**config.mk**
```make
export PLATFORM = sky130hd
export DESIGN_NAME = mul64_unit
export DESIGN_NICKNAME = d
export VERILOG_FILES = /design/src/rtl/mul64_pkg.sv /design/src/rtl/mul64_prep.sv /design/src/rtl/mul64_core.sv /design/src/rtl/mul64_post.sv /design/src/rtl/mul64_unit.sv
export SDC_FILE = /design/constraint.sdc
export NUM_CORES = 1
export LEC_CHECK = 0
export CORE_UTILIZATION = 41
export DETAILED_ROUTE_END_ITERATION = 16
export PLACE_DENSITY = 0.66
export SETUP_SLACK_MARGIN = 0.15
export SKIP_LAST_GASP = 1
export SLEW_MARGIN = 5
export SYNTH_ARGS = -nofsm -noshare
export SYNTH_HDL_FRONTEND = slang
export SYNTH_SLANG_ARGS = --single-unit
```
**constraint.sdc**
```tcl
create_clock -name clk -period 22.3 [get_ports clk]
set_clock_uncertainty 0.1 [all_clocks]
set_input_delay 4.46 -clock clk [delete_from_list [all_inputs] [get_ports clk]]
set_output_delay 4.46 -clock clk [all_outputs]
set_load 0.1 [all_outputs]
```
**src/rtl/mul64_pkg.sv**
```systemverilog
package mul64_pkg;

  typedef enum logic [2:0] {
    OP_LO   = 3'd0,
    OP_HSS  = 3'd1,
    OP_HSU  = 3'd2,
    OP_HUU  = 3'd3,
    OP_WORD = 3'd4
  } mul_op_e;

endpackage

```
**src/rtl/mul64_prep.sv**
```systemverilog
// Operand conditioning: picks the operand width, decides which operands count
// as signed, and hands unsigned magnitudes plus a product-sign flag onward.
module mul64_prep
  import mul64_pkg::*;
#(
  parameter int XLEN = 64,
  parameter int WLEN = 32
) (
  input  logic [2:0]      op,
  input  logic [XLEN-1:0] a,
  input  logic [XLEN-1:0] b,
  output logic [XLEN-1:0] mag_a,
  output logic [XLEN-1:0] mag_b,
  output logic            neg
);

  localparam int PADW = XLEN - WLEN;

  logic            is_word;
  logic            sgn_a;
  logic            sgn_b;
  logic [XLEN-1:0] src_a;
  logic [XLEN-1:0] src_b;

  always_comb begin
    is_word = (op == OP_WORD);
    sgn_a   = a[XLEN-1] & ((op == OP_HSS) | (op == OP_HSU));
    sgn_b   = b[XLEN-1] & (op == OP_HSS);
    // Word products only need the low 32 bits, which are sign-agnostic.
    src_a   = is_word ? {{PADW{1'b0}}, a[WLEN-1:0]} : a;
    src_b   = is_word ? {{PADW{1'b0}}, b[WLEN-1:0]} : b;
    // The most negative value maps onto its own bit pattern, which read
    // unsigned is exactly the right magnitude.
    mag_a   = sgn_a ? -src_a : src_a;
    mag_b   = sgn_b ? -src_b : src_b;
    neg     = sgn_a ^ sgn_b;
  end

endmodule

```
**src/rtl/mul64_core.sv**
```systemverilog
// Radix-2 shift-add engine: one multiplier bit per cycle, XLEN cycles.
module mul64_core #(
  parameter int XLEN = 64
) (
  input  logic              clk,
  input  logic              rst_n,
  input  logic              load,
  input  logic [XLEN-1:0]   mcand,
  input  logic [XLEN-1:0]   mplier,
  output logic              busy,
  output logic              last,
  output logic [2*XLEN-1:0] prod_next
);

  localparam int PW = 2 * XLEN;
  localparam int CW = $clog2(XLEN + 1);

  logic [PW-1:0]   p_q, p_d;
  logic [XLEN-1:0] mc_q, mc_d;
  logic [CW-1:0]   cnt_q, cnt_d;
  logic            busy_q, busy_d;

  logic [XLEN-1:0] addend;
  logic [XLEN:0]   psum;
  logic [PW-1:0]   p_step;

  always_comb begin
    addend = p_q[0] ? mc_q : '0;
    psum   = {1'b0, p_q[PW-1:XLEN]} + {1'b0, addend};
    p_step = {psum, p_q[XLEN-1:1]};
    last   = busy_q && (cnt_q == CW'(1));
  end

  always_comb begin
    p_d    = p_q;
    mc_d   = mc_q;
    cnt_d  = cnt_q;
    busy_d = busy_q;
    if (busy_q) begin
      p_d    = p_step;
      cnt_d  = cnt_q - CW'(1);
      busy_d = !last;
    end else if (load) begin
      p_d    = {{XLEN{1'b0}}, mplier};
      mc_d   = mcand;
      cnt_d  = CW'(XLEN);
      busy_d = 1'b1;
    end
  end

  always_ff @(posedge clk or negedge rst_n) begin
    if (!rst_n) begin
      p_q    <= '0;
      mc_q   <= '0;
      cnt_q  <= '0;
      busy_q <= 1'b0;
    end else begin
      p_q    <= p_d;
      mc_q   <= mc_d;
      cnt_q  <= cnt_d;
      busy_q <= busy_d;
    end
  end

  assign busy      = busy_q;
  assign prod_next = p_step;

  // a run lasts XLEN steps, so the counter starts full and never idles at 0 while busy.
  p_run_starts_full_r7: assert property (@(posedge clk) disable iff (!rst_n)
    $rose(busy_q) |-> cnt_q == CW'(XLEN));
  p_cnt_live_r7: assert property (@(posedge clk) disable iff (!rst_n)
    busy_q |-> cnt_q != '0);
  // the captured multiplicand never moves during a run.
  p_mcand_frozen_r6: assert property (@(posedge clk) disable iff (!rst_n)
    busy_q && $past(busy_q) |-> $stable(mc_q));

endmodule

```
**src/rtl/mul64_post.sv**
```systemverilog
// Sign fix-up of the full product and selection of the requested half.
module mul64_post
  import mul64_pkg::*;
#(
  parameter int XLEN = 64,
  parameter int WLEN = 32
) (
  input  logic [2:0]        op,
  input  logic              neg,
  input  logic [2*XLEN-1:0] prod,
  output logic [XLEN-1:0]   res
);

  localparam int PW   = 2 * XLEN;
  localparam int PADW = XLEN - WLEN;

  logic [PW-1:0] fixed;

  always_comb begin
    fixed = neg ? -prod : prod;
    case (op)
      OP_HSS, OP_HSU, OP_HUU: res = fixed[PW-1:XLEN];
      OP_WORD:                res = {{PADW{fixed[WLEN-1]}}, fixed[WLEN-1:0]};
      default:                res = fixed[XLEN-1:0];
    endcase
  end

endmodule

```
**src/rtl/mul64_unit.sv**
```systemverilog
module mul64_unit
  import mul64_pkg::*;
#(
  parameter int XLEN = 64,
  parameter int WLEN = 32
) (
  input  logic            clk,
  input  logic            rst_n,
  input  logic            start,
  input  logic [2:0]      op,
  input  logic [XLEN-1:0] a,
  input  logic [XLEN-1:0] b,
  output logic            busy,
  output logic            done,
  output logic [XLEN-1:0] result
);

  localparam int PW   = 2 * XLEN;
  localparam int PADW = XLEN - WLEN;

  // Asynchronous assertion, synchronous release.
  logic [1:0] rst_sync_q;
  logic       rst_n_i;

  always_ff @(posedge clk or negedge rst_n) begin
    if (!rst_n) rst_sync_q <= 2'b00;
    else        rst_sync_q <= {rst_sync_q[0], 1'b1};
  end
  assign rst_n_i = rst_sync_q[1];

  logic            core_busy;
  logic            core_last;
  logic            take;
  logic [XLEN-1:0] mag_a, mag_b;
  logic            neg_c;
  logic [PW-1:0]   prod_next;
  logic [XLEN-1:0] res_c;

  logic [2:0]      op_q, op_d;
  logic            neg_q, neg_d;
  logic            done_q, done_d;
  logic [XLEN-1:0] result_q, result_d;

  assign take = start && !core_busy;

  mul64_prep #(.XLEN(XLEN), .WLEN(WLEN)) u_prep (
    .op    (op),
    .a     (a),
    .b     (b),
    .mag_a (mag_a),
    .mag_b (mag_b),
    .neg   (neg_c)
  );

  mul64_core #(.XLEN(XLEN)) u_core (
    .clk       (clk),
    .rst_n     (rst_n_i),
    .load      (take),
    .mcand     (mag_a),
    .mplier    (mag_b),
    .busy      (core_busy),
    .last      (core_last),
    .prod_next (prod_next)
  );

  mul64_post #(.XLEN(XLEN), .WLEN(WLEN)) u_post (
    .op   (op_q),
    .neg  (neg_q),
    .prod (prod_next),
    .res  (res_c)
  );

  always_comb begin
    op_d     = take ? op : op_q;
    neg_d    = take ? neg_c : neg_q;
    done_d   = core_last;
    result_d = core_last ? res_c : result_q;
  end

  always_ff @(posedge clk or negedge rst_n_i) begin
    if (!rst_n_i) begin
      op_q     <= OP_LO;
      neg_q    <= 1'b0;
      done_q   <= 1'b0;
      result_q <= '0;
    end else begin
      op_q     <= op_d;
      neg_q    <= neg_d;
      done_q   <= done_d;
      result_q <= result_d;
    end
  end

  assign busy   = core_busy;
  assign done   = done_q;
  assign result = result_q;

  // done is a single-cycle pulse that coincides with the end of busy.
  p_done_pulse_r7: assert property (@(posedge clk) disable iff (!rst_n_i)
    done_q |=> !done_q);
  p_done_at_busy_end_r7: assert property (@(posedge clk) disable iff (!rst_n_i)
    $fell(core_busy) |-> done_q);
  // a start while busy must not replace the captured operation.
  p_start_ignored_r6: assert property (@(posedge clk) disable iff (!rst_n_i)
    core_busy && start |=> $stable(op_q));
  // result only moves on a done pulse.
  p_result_hold_r8: assert property (@(posedge clk) disable iff (!rst_n_i)
    !done_q |-> $stable(result_q));
  // word results carry bit 31 through the upper half.
  p_word_sext_r5: assert property (@(posedge clk) disable iff (!rst_n_i)
    done_q && op_q == OP_WORD |-> result_q[XLEN-1:WLEN] == {PADW{result_q[WLEN-1]}});

endmodule

```
Yosys cells after proc, flatten, opt, wreduce, memory -nomap -nowiden --
Index checks and enable logic that the tools add are counted. W data, S select, Z words.
Word-level totals: flip-flop bits (word level) 271, input port bits 134, output and inout bits 66, word-level logic and storage cells 47
Operators by class: add/subtract/negate cells 5, equal/unequal tests 8, mux-type cells 13, bitwise logic cells 5, reduce and logical (&&, ||, !) cells 7
Operators with widths (count):
- $mux W128 | 3
- $mux W64 | 5
- $neg A128 Y128 | 1
- $neg A64 Y64 | 2
- $pmux W64 S2 | 1
- $add A64 B64 Y65 | 1
- $mux W7 | 2
- $eq A3 B2 Y1 const B | 3
- $eq A7 B1 Y1 const B | 1
- $sub A7 B1 Y7 const B | 1
- $eq A3 B1 Y1 const B | 2
- $eq A3 B3 Y1 const B | 2
- $reduce_or A3 Y1 | 1
- $and A1 B1 Y1 | 2
- $logic_and A1 B1 Y1 | 2
- $logic_not A1 Y1 | 2
- $mux W1 | 2
- $reduce_and A2 Y1 | 1
- $reduce_bool A2 Y1 | 1
- $not A1 Y1 | 1
- $or A1 B1 Y1 | 1
- $xor A1 B1 Y1 | 1

Depth between registers and ports, before layout --
depth in word-level cells 6, gate-level depth with buffers 18, depth with buffers taken out 15

By module --
A second synthesis with hierarchy kept.
Second synthesis, totals: cell total of the unflattened synthesis 3017, area total of the unflattened synthesis 24238.2 um2
By module, submodules not included:
- mul64_core | times used 1, cells each 1439, area each 12703.4 um2, sequential area each 5004.8 um2
- mul64_post | times used 1, cells each 822, area each 4941.0 um2, sequential area each 0.0 um2
- mul64_prep | times used 1, cells each 607, area each 3679.8 um2, sequential area each 0.0 um2
- mul64_unit | times used 1, cells each 149, area each 2914.0 um2, sequential area each 1776.7 um2

Worst setup path after synthesis --
OpenSTA, ideal clock, no wires.
path type input-to-reg, from input port a[18], to register u_core.mc_q[51], setup time 133 ps, arrival 7503 ps, required time 22067 ps, path slack 14563 ps, cell stages on the path 11, buffers on the path 0, cell sequence or4_1 -> nor4_1 -> or4b_2 -> nor3_1 -> nand2_1 -> a21oi_1 -> nand2_1 -> or3_1 -> o21ai_0 -> xnor2_1 -> o21ai_0
Between the ends: word-level cells in the longest chain between the ends 3
RTL lines:
- from (decl) | RTL line mul64_unit.sv:11 | input logic [XLEN-1:0] a,
- $mux W64 | RTL line mul64_prep.sv:30 | src_a = is_word ? {{PADW{1'b0}}, a[WLEN-1:0]} : a;
- $neg A64 Y64 | RTL line mul64_prep.sv:34 | mag_a = sgn_a ? -src_a : src_a;
- $mux W64 | RTL line mul64_prep.sv:34
- to (signal assigned) | RTL line mul64_core.sv:59 | mc_q <= mc_d;
- to (decl) | RTL line mul64_core.sv:19 | logic [XLEN-1:0] mc_q, mc_d;
No other way between the ends. A chain may end at the register's enable or synchronous reset.

Worst setup path after layout --
from input port a[18], to register u_core.mc_q[59]
The elaborated chain is that of the path after synthesis.

==> metrics.cfg <==
[clock_tree]
cts_tree=yes
clk_pin_slew_worst_paths_ns=0.06
cts_root_buf=clkbuf_16
cts_resized=0
cts-hold-fix-buffers=0
clock_latency_ns=0.58
h-tree-depth=1
numCtsBuffers=31
post_cts_buffers=0
cts_sinks=271
cts_buffer_depth=3

[yosys]
ys_seq_area_share_pct=29.4
synth_cell_type_count=112
synth-edff-count=0
syn_nets=3203
synth_ff_type=dfrtp_1
synth_top_area_share_pct=29.4
synth_area_leaders=dfrtp_1 (29%), o21ai_0 (7.7%), nand2_1 (6.6%)
yosysWarnings=0
synth.avg_cell_area_um2=7.70
ys_async_sr_fraction_pct=100
netlist_top_cells_count=nand2_1 (406), o21ai_0 (354), nor2_1 (283)
synth.most_common_cell=nand2_1
synth_top_cell_by_area=dfrtp_1
synthCells=2999
ys_ff_latch=271
syn-cell-area_um2=23100

[outcome]
status=complete, no violations

[critical_path]
cp-endpoint=u_core.mc_q[59]$_DFFE_PN0P_
cp_max_fo=6
rrSetupSlack_ns=15.94
crit_required_ns=22.67
worstSetupStartpointType=input pin
crit_path_start=a[18]
crit_arrival_ns=9.29
reg2reg_to=result[62]$_DFFE_PN0P_
slowest_delay_ns=0.83
end_kind=flip-flop
reg2reg_depth=16
path_class=input pin to flip-flop
cp_common_cell=nand2_1
crit_slowest_cell=nor3_1
rr_startpoint=u_core.p_q[0]$_DFFE_PN0P_
crit_chain=clkdlybuf4s50_1 > or4_1 > nor4_1 > or4b_2 > nor3_1 > nand2_1 > a21oi_1 > nand2_1 > nor2_1 > a31oi_1 > mux2i_1 > mux2_2

[die]
die-area_um2=57300
start_util_pct=41.7
die_h_um=239
core_area_um2=55400
die_w_um=239
pin_count=200
rows=86

[routing]
wl_per_cell_um=21.5
vias_per_cell=6.18
drc=0
drt_first_pass_iters=6
ant_nets=0
drtIter0Drc=2732
finalWirelength_um=82800
vias=23861

[placement]
post-place-ws_ns=12.83
gp_congestion=1.03
dpl_cell_area_um2=25600
hpwl_um=63700
portBuffers=199

[global_routing]
grt_pass1_vias=22614
grt_max_degree=122
overflow=0
grt_pass1_wl_um=128000
grt_antenna_before_repair=0
globalRouteTotalUtil_pct=28.2

[timing]
drv_slew=0
hold_viol_final=0
fmax_ghz=0.112
slew_headroom_pct=15.5
rsz0062_at_grt=no
setup_ws_ns=13.38
tightest_slew_ns=1.26
setup_viol=0
timing.hold.ws_ns=0.255
fin_crit_ns=8.92
fin_setup_tns_ns=0
post-route-period-util_pct=40.0

[finish]
fin_area_um2=26600
n_antenna_cell=0
fin_nets=3291
drive_above_1_share_pct=5.50
syn2layout_area_growth_pct=15.4

[power_and_ir_drop]
power_density_nw_per_um2=153
leakagePower_nw=10.9
vdd_ir_drop_max_mv=0.120

[hold_path]
hold_class=flip-flop to flip-flop

[run]
cap_viol_max_count=0

-- flip-flops by register name, summed over array words and instances, names as in the netlist --
name          count
u_core.p_q      128
result           64
u_core.mc_q      64
u_core.cnt_q      7
op_q              3
rst_sync_q        2
done              1
neg_q             1
u_core.busy       1
-- critical path, delay by kind of cell --
family                 cells  cell delay, ns
AND/OR/NAND/NOR            7            3.28
multiplexers               2            0.41
AO/OA/AOI/OAI              2            0.67
buffers and inverters      1            0.46
-- logic make-up (layout without fill, tap and decap cells) --
family / after synthesis / in the layout / share of synthesized area (%)
simple gates: 1198 / 1198 / 25.5
compound gates: 976 / 976 / 27.0
flops: 271 / 271 / 29.4
xor+xnor: 246 / 246 / 9.33
buf+inv: 211 / 322 / 3.84
fa+ha+maj: 70 / 70 / 3.83
mux: 26 / 26 / 1.14
other cells: 1 / 1 / 0.0162
-- cell type report --
class	instances	area (um^2)
Clock inverter	14	188
Clock buffer	42	877
Fill cell	5393	28800
Multi-Input combinational cell	2517	15500
Inverter	33	124
Tap cell	748	936
Sequential cell	271	6790
Timing Repair Buffer	233	2250
-- worst min path at each step --
| stage | start | endpoint | slack [ns] | cells after the start |
|---|---|---|---|---|
| 2_1_floorplan | rst_sync_q[0]$_DFF_PN0_ | rst_sync_q[1]$_DFF_PN0_ | 0.23 | 0 |
| 4_1_cts | rst_sync_q[0]$_DFF_PN0_ | rst_sync_q[1]$_DFF_PN0_ | 0.26 | 0 |
| 6_report | rst_sync_q[0]$_DFF_PN0_ | rst_sync_q[1]$_DFF_PN0_ | 0.25 | 0 |
| 3_5_place_dp | rst_sync_q[0]$_DFF_PN0_ | rst_sync_q[1]$_DFF_PN0_ | 0.24 | 0 |
| 5_1_grt | rst_sync_q[0]$_DFF_PN0_ | rst_sync_q[1]$_DFF_PN0_ | 0.27 | 0 |
| 3_3_place_gp | rst_sync_q[0]$_DFF_PN0_ | rst_sync_q[1]$_DFF_PN0_ | 0.24 | 0 |
-- placed cells by master, fill, tap and decap left out, drive strengths merged, types with 10 or more instances in the layout --
| cell type | n |
|---|---|
| a211oi | 33 |
| a21o | 30 |
| a21oi | 207 |
| a22o | 56 |
| a22oi | 18 |
| a31oi | 22 |
| and2 | 82 |
| and3 | 11 |
| buf | 34 |
| clkbuf | 42 |
| clkdlybuf4s50 | 199 |
| dfrtp | 271 |
| ha | 69 |
| inv | 33 |
| mux2i | 23 |
| nand2 | 406 |
| nand2b | 18 |
| nand3 | 55 |
| nand4 | 52 |
| nor2 | 284 |
| nor3 | 71 |
| nor4 | 48 |
| o211a | 10 |
| o211ai | 19 |
| o21a | 29 |
| o21ai | 363 |
| o31ai | 47 |
| o41ai | 32 |
| or2 | 20 |
| or3 | 60 |
| or4 | 37 |
| xnor2 | 123 |
| xor2 | 123 |
-- layer usage --
layer / global-route usage [%] / routed length [um]
met5: 0 / 0
met4: 10.0 / 2670
met3: 2.60 / 6230
met2: 46.0 / 37600
met1: 38.9 / 36400
-- per-stage QoR --
stage / utilization, % / power, W / instances
2_1_floorplan: - / 0.00270 / 2999
3_3_place_gp: 46.1 / 0.00341 / 3802
3_5_place_dp: 46.1 / 0.00346 / 3802
4_1_cts: 48.1 / 0.00401 / 3858
5_1_grt: 48.1 / 0.00430 / 3858
6_report: 48.1 / 0.00406 / 3858
-- power breakdown --
group	internal, W	switching, W	leakage (nW)	total, W
Sequential	0.000718	0.000240	3.39	0.000958
Combinational	0.000824	0.00174	6.96	0.00257
Clock	0.000321	0.000219	0.524	0.000539
Total	0.00186	0.00220	10.9	0.00406
Power figures use the tool's default switching activity.
